**src/rtl/gpio_ctrl_pkg.sv**
```systemverilog
package gpio_ctrl_pkg;
  localparam int BUS_DW = 32;
  localparam int BUS_AW = 3;
  localparam int BUS_BW = BUS_DW / 8;

  typedef enum logic [BUS_AW-1:0] {
    RA_IN   = 3'd0,
    RA_OUT  = 3'd1,
    RA_OE   = 3'd2,
    RA_IEN  = 3'd3,
    RA_POL  = 3'd4,
    RA_AUX  = 3'd5,
    RA_CTL  = 3'd6,
    RA_STAT = 3'd7
  } reg_addr_e;

  localparam int CB_ECLK = 0;
  localparam int CB_NEG  = 1;
  localparam int CB_GEN  = 2;
  localparam int CB_PEND = 3;

  function automatic logic [BUS_DW-1:0] merge_be(
    input logic [BUS_DW-1:0] old_w,
    input logic [BUS_DW-1:0] new_w,
    input logic [BUS_BW-1:0] be
  );
    logic [BUS_DW-1:0] r;
    r = old_w;
    for (int b = 0; b < BUS_BW; b++) begin
      if (be[b]) r[b*8 +: 8] = new_w[b*8 +: 8];
    end
    return r;
  endfunction
endpackage

```
**src/rtl/gpio_in_sampler.sv**
```systemverilog
module gpio_in_sampler #(
  parameter int NPINS = 32
) (
  input  logic             clk,
  input  logic             rst_n,
  input  logic [NPINS-1:0] pins,
  input  logic             ext_clk,
  input  logic             use_eclk,
  input  logic             neg_edge,
  output logic [NPINS-1:0] in_q,
  output logic             cap_edge
);
  logic [NPINS-1:0] pin_s;
  logic ek1, ek2, ek3;

  always_comb cap_edge = neg_edge ? (ek3 & ~ek2) : (ek2 & ~ek3);

  always_ff @(posedge clk or negedge rst_n) begin
    if (!rst_n) begin
      pin_s <= '0;
      ek1   <= 1'b0;
      ek2   <= 1'b0;
      ek3   <= 1'b0;
      in_q  <= '0;
    end else begin
      pin_s <= pins;
      ek1   <= ext_clk;
      ek2   <= ek1;
      ek3   <= ek2;
      if (!use_eclk || cap_edge) in_q <= pin_s;
    end
  end
endmodule

```
**src/rtl/gpio_irq.sv**
```systemverilog
module gpio_irq #(
  parameter int NPINS = 32
) (
  input  logic             clk,
  input  logic             rst_n,
  input  logic [NPINS-1:0] in_q,
  input  logic [NPINS-1:0] ien,
  input  logic [NPINS-1:0] pol,
  input  logic             glob_en,
  input  logic             stat_wr,
  input  logic [NPINS-1:0] stat_wval,
  input  logic             ctl_wr,
  input  logic             pend_wval,
  output logic [NPINS-1:0] stat_q,
  output logic             pend_q,
  output logic             irq
);
  logic [NPINS-1:0] in_prev;
  logic [NPINS-1:0] trig;

  always_comb begin
    trig = ien & ((pol & in_q & ~in_prev) | (~pol & ~in_q & in_prev));
    irq  = glob_en & pend_q;
  end

  always_ff @(posedge clk or negedge rst_n) begin
    if (!rst_n) begin
      in_prev <= '0;
      stat_q  <= '0;
      pend_q  <= 1'b0;
    end else begin
      in_prev <= in_q;
      stat_q  <= (stat_wr ? stat_wval : stat_q) | trig;
      pend_q  <= (ctl_wr ? pend_wval : pend_q) | (glob_en & (|trig));
    end
  end
endmodule

```
**src/rtl/gpio_out_mux.sv**
```systemverilog
module gpio_out_mux #(
  parameter int NPINS = 32
) (
  input  logic [NPINS-1:0] out_q,
  input  logic [NPINS-1:0] aux_sel,
  input  logic [NPINS-1:0] aux_in,
  input  logic [NPINS-1:0] oe_q,
  output logic [NPINS-1:0] pin_out,
  output logic [NPINS-1:0] pin_oe_n
);
  for (genvar i = 0; i < NPINS; i++) begin : g_pin
    assign pin_out[i]  = aux_sel[i] ? aux_in[i] : out_q[i];
    assign pin_oe_n[i] = ~oe_q[i];
  end
endmodule

```
**src/rtl/gpio_ctrl_top.sv**
```systemverilog
module gpio_ctrl_top
  import gpio_ctrl_pkg::*;
#(
  parameter int NPINS = 32
) (
  input  logic                 clk,
  input  logic                 rst_n,
  input  logic                 bus_wr,
  input  logic                 bus_rd,
  input  logic [BUS_AW-1:0]    bus_addr,
  input  logic [BUS_BW-1:0]    bus_be,
  input  logic [BUS_DW-1:0]    bus_wdata,
  output logic [BUS_DW-1:0]    bus_rdata,
  input  logic [NPINS-1:0]     pin_in,
  input  logic [NPINS-1:0]     aux_in,
  input  logic                 ext_clk,
  output logic [NPINS-1:0]     pin_out,
  output logic [NPINS-1:0]     pin_oe_n,
  output logic                 irq
);
  logic [NPINS-1:0] out_q, oe_q, ien_q, pol_q, aux_q;
  logic             use_eclk, neg_edge, gen_q;
  logic [NPINS-1:0] in_q, stat_q;
  logic             pend_q, cap_edge;
  logic [BUS_DW-1:0] rd_word, wr_word;
  reg_addr_e        ra;

  always_comb begin
    ra = reg_addr_e'(bus_addr);
    unique case (ra)
      RA_IN:   rd_word = BUS_DW'(in_q);
      RA_OUT:  rd_word = BUS_DW'(out_q);
      RA_OE:   rd_word = BUS_DW'(oe_q);
      RA_IEN:  rd_word = BUS_DW'(ien_q);
      RA_POL:  rd_word = BUS_DW'(pol_q);
      RA_AUX:  rd_word = BUS_DW'(aux_q);
      RA_CTL:  rd_word = BUS_DW'({pend_q, gen_q, neg_edge, use_eclk});
      default: rd_word = BUS_DW'(stat_q);
    endcase
    wr_word = merge_be(rd_word, bus_wdata, bus_be);
  end

  always_ff @(posedge clk or negedge rst_n) begin
    if (!rst_n) begin
      out_q     <= '0;
      oe_q      <= '0;
      ien_q     <= '0;
      pol_q     <= '0;
      aux_q     <= '0;
      use_eclk  <= 1'b0;
      neg_edge  <= 1'b0;
      gen_q     <= 1'b0;
      bus_rdata <= '0;
    end else begin
      if (bus_rd) bus_rdata <= rd_word;
      if (bus_wr) begin
        case (ra)
          RA_OUT: out_q <= wr_word[NPINS-1:0];
          RA_OE:  oe_q  <= wr_word[NPINS-1:0];
          RA_IEN: ien_q <= wr_word[NPINS-1:0];
          RA_POL: pol_q <= wr_word[NPINS-1:0];
          RA_AUX: aux_q <= wr_word[NPINS-1:0];
          RA_CTL: begin
            use_eclk <= wr_word[CB_ECLK];
            neg_edge <= wr_word[CB_NEG];
            gen_q    <= wr_word[CB_GEN];
          end
          default: ;
        endcase
      end
    end
  end

  gpio_in_sampler #(.NPINS(NPINS)) u_smp (
    .clk(clk), .rst_n(rst_n), .pins(pin_in), .ext_clk(ext_clk),
    .use_eclk(use_eclk), .neg_edge(neg_edge), .in_q(in_q), .cap_edge(cap_edge)
  );

  gpio_irq #(.NPINS(NPINS)) u_irq (
    .clk(clk), .rst_n(rst_n), .in_q(in_q), .ien(ien_q), .pol(pol_q),
    .glob_en(gen_q),
    .stat_wr(bus_wr && ra == RA_STAT), .stat_wval(wr_word[NPINS-1:0]),
    .ctl_wr(bus_wr && ra == RA_CTL), .pend_wval(wr_word[CB_PEND]),
    .stat_q(stat_q), .pend_q(pend_q), .irq(irq)
  );

  gpio_out_mux #(.NPINS(NPINS)) u_mux (
    .out_q(out_q), .aux_sel(aux_q), .aux_in(aux_in), .oe_q(oe_q),
    .pin_out(pin_out), .pin_oe_n(pin_oe_n)
  );
endmodule

```
**config.mk**
```make
export PLATFORM = sky130hd
export DESIGN_NAME = gpio_ctrl_top
export DESIGN_NICKNAME = d
export VERILOG_FILES = /design/src/rtl/gpio_ctrl_pkg.sv /design/src/rtl/gpio_in_sampler.sv /design/src/rtl/gpio_irq.sv /design/src/rtl/gpio_out_mux.sv /design/src/rtl/gpio_ctrl_top.sv
export SDC_FILE = /design/constraint.sdc
export NUM_CORES = 1
export LEC_CHECK = 0
export BUFFER_PORTS_ARGS = -buffer_cell sky130_fd_sc_hd__buf_2
export CAP_MARGIN = 10
export CORE_MARGIN = 10
export CORE_UTILIZATION = 55
export DETAILED_ROUTE_END_ITERATION = 16
export PLACE_DENSITY = 0.78
export SLEW_MARGIN = 5
export SYNTH_ARGS = -nofsm -noshare
export SYNTH_HDL_FRONTEND = slang
export SYNTH_SLANG_ARGS = --single-unit
```
**constraint.sdc**
```tcl
create_clock -name clk -period 4.15 [get_ports clk]
set_clock_uncertainty 0.15 [all_clocks]
set_input_delay 0.415 -clock clk [delete_from_list [all_inputs] [get_ports clk]]
set_output_delay 0.415 -clock clk [all_outputs]
set_load 0.1 [all_outputs]
```
==> flow_summary.toml <==
[timing]
setup_viol = 0
rsz0062_at_grt = "false"
finalSetupTns_ns = 0
fmax_ghz = 0.396
min_period_ns = 2.53
hold_slack_ns = 0.0299
slew_viol_final = 0
fin_crit_sh_pct = 60.9
finalHoldViolCount = 0
setup_slack_ns = 1.62
worst_pin_slew_ns = 0.991
slew_headroom_pct = 33.9

[place]
place.gp.congestion = 0.841
post-dp-hpwl_mm = 29.0
detailedPlace.worstSlack_ns = 1.13
numPortBuffers = 204
placed_area_mm2 = 0.0161
dp_cells = 1892

[synth]
synth_edf_count = 0
yosys-top-cells-count = "dfrtp_1, nor2_1, nand2_1, o21ai_0, a21oi_1"
syn_area_mm2 = 0.0148
synth_fp_nets = 1512
synth-main-ff-cell = "dfrtp_1"
synthDistinctLibCells = 57
synthCells = 1404
synth_async_sr_flop_share_pct = 100
ys_ff_latch = 327
synth_top_area_share_pct = 55.2
synth_warnings = 0
avgSynthCellArea_um2 = 10.6
yosysTopAreaCell = "dfrtp_1"
synthTopCellsByArea = "dfrtp_1, mux2_2, o21ai_0"
seq_area_frac_synth_pct = 55.2
yosysMostFrequentCell = "dfrtp_1"

[setup_path]
crit_path_start_kind = "primary input"
critPathMaxFanout = 33
r2r_setup_slack_ns = 1.69
arrival_ns = 2.76
crit_required_ns = 4.38
crit_path_end_kind = "register"
critPathKind = "in -> reg"

[worst_hold_path]
hold_path_class = "in -> reg"

[floorplan]
dieWidth_um = 184
start_util_pct = 55.5
io_pins = 205
die_height_um = 184
rows = 60
dieArea_mm2 = 0.0339
core-area_mm2 = 0.0267

[clock_network]
path_clk_slew_ns = 0.06
numCtsBuffers = 35
cts_max_path_buffers = 3
cts.sinks = 327
ctsResizeCount = 0
clkLatencyLatePin_ns = 0.51
root_buffer = "clkbuf_16"
cts_tree = "done"
cts_setup_buffers = 0
cts_hold_buffers = 34
htreeDepth = 2

[global_routing]
grt_pass1_wl_mm = 69.6
grt_max_degree = 102
use_met1_pct = 33.6
grt_pass1_vias = 12300
grt_use_met3_pct = 6.18
busiest_layer = "met2"
antenna_found_initial = 4
use_met2_pct = 41.9
grt_usage_pct = 26.1
overflow = 0

[final_layout]
fillCellCount = 2080
drive_above_1_share_pct = 25.5
final_area_mm2 = 0.0176
layout-area-overhead-vs-synth_pct = 18.4
fin_util_pct = 65.7
final_cell_count_no_fill = 1990
final_nets = 1730

[power]
power_density_mw_per_mm2 = 633
power_mw = 11.1
irDropWorstVdd_uv = 424
p_leak_nw = 8.06

[route]
via_per_inst = 6.05
detailedRoute.firstIterationViolations = 1181
wire_per_inst_um = 22.1
drcViolationCount = 0
routed_wl_mm = 44.0
dr.pass1.iters = 5
ant_nets = 0
vias = 12000

[run_status]
status = "complete, no violations"

[flow_run]
drv_cap = 0
==> area by class of cell <==
| cell class | count | area, µm² | area share (%) |
|---|---|---|---|
| timing repair buffer | 269 | 1630 | 9.29 |
| clock buffer | 58 | 1110 | 6.35 |
| clock inverter | 3 | 15.0 | 0.0855 |
| multi-input combinational | 948 | 6020 | 34.3 |
| tap | 341 | 427 | 2.43 |
| inverter | 41 | 154 | 0.877 |
| antenna | 3 | 7.51 | 0.0428 |
| sequential | 327 | 8180 | 46.6 |
==> placed cells by master, fill, tap and decap left out, drive strengths merged, types with 9 or more instances in the layout <==
master / instances
a21o: 14
nand3: 10
or3b: 9
a221oi: 11
nor3: 27
a22oi: 17
nand2: 127
mux2i: 39
a21oi: 124
mux2: 81
o21ai: 141
and2: 14
clkbuf: 58
inv: 40
nand4: 9
nor3b: 34
dfrtp: 327
and3b: 33
o211ai: 18
buf: 235
nor2: 154
dlygate4sd3: 34
o2bb2ai: 26
==> metal layers <==
layer	share of wire, %	routed length [µm]
met1	40	17600
met3	9.4	4120
met5	0.030	13
met4	4.0	1770
met2	47	20500
==> logic make-up (layout without fill, tap and decap cells) <==
family | count (synthesis) | after routing | share of synthesized area (%)
AND/OR/NAND/NOR | 431 | 431 | 14.4
AO/OA/AOI/OAI | 394 | 394 | 16.6
flip-flops | 327 | 327 | 55.2
buffers and inverters | 129 | 371 | 4.28
multiplexers | 123 | 123 | 9.46
other | 0 | 3 | 0
==> path summary, 6_finish.rpt <==
check	from	cells past startpoint	to
min in group asynchronous	rst_n	2	bus_rdata[27]$_DFFE_PN0P_
max reg2reg	u_smp.in_q[15]$_DFFE_PN0P_	6	u_irq.pend_q$_DFF_PN0_
max	bus_addr[1]	8	u_irq.stat_q[19]$_DFF_PN0_
max in group asynchronous	rst_n	3	aux_q[18]$_DFFE_PN0P_
min	bus_wdata[4]	3	u_irq.stat_q[4]$_DFF_PN0_
min reg2reg	u_smp.ek1$_DFF_PN0_	0	u_smp.ek2$_DFF_PN0_
==> worst max-delay path, stage by stage <==
cell and delay (ns):
buf_2 0.10, buf_4 0.38, or2_0 0.80, o2bb2ai_1 0.13
o32a_1 0.36, mux2i_2 0.33, and2_1 0.19, o21ai_1 0.05
==> sequential cells by signal (all words and copies together) (netlist names), 32 cells and up <==
signal and cells:
ien_q 32, out_q 32, bus_rdata 32, aux_q 32, u_smp.in_q 32, oe_q 32
u_smp.pin_s 32, u_irq.stat_q 32, pol_q 32, u_irq.in_prev 32
==> power by group <==
part	switching [mW]	internal, mW
Sequential	0.565	3.86
Clock	1.23	1.82
Combinational	2.70	0.942
Total	4.49	6.63
Note: power is estimated with default switching activity, not from simulation.
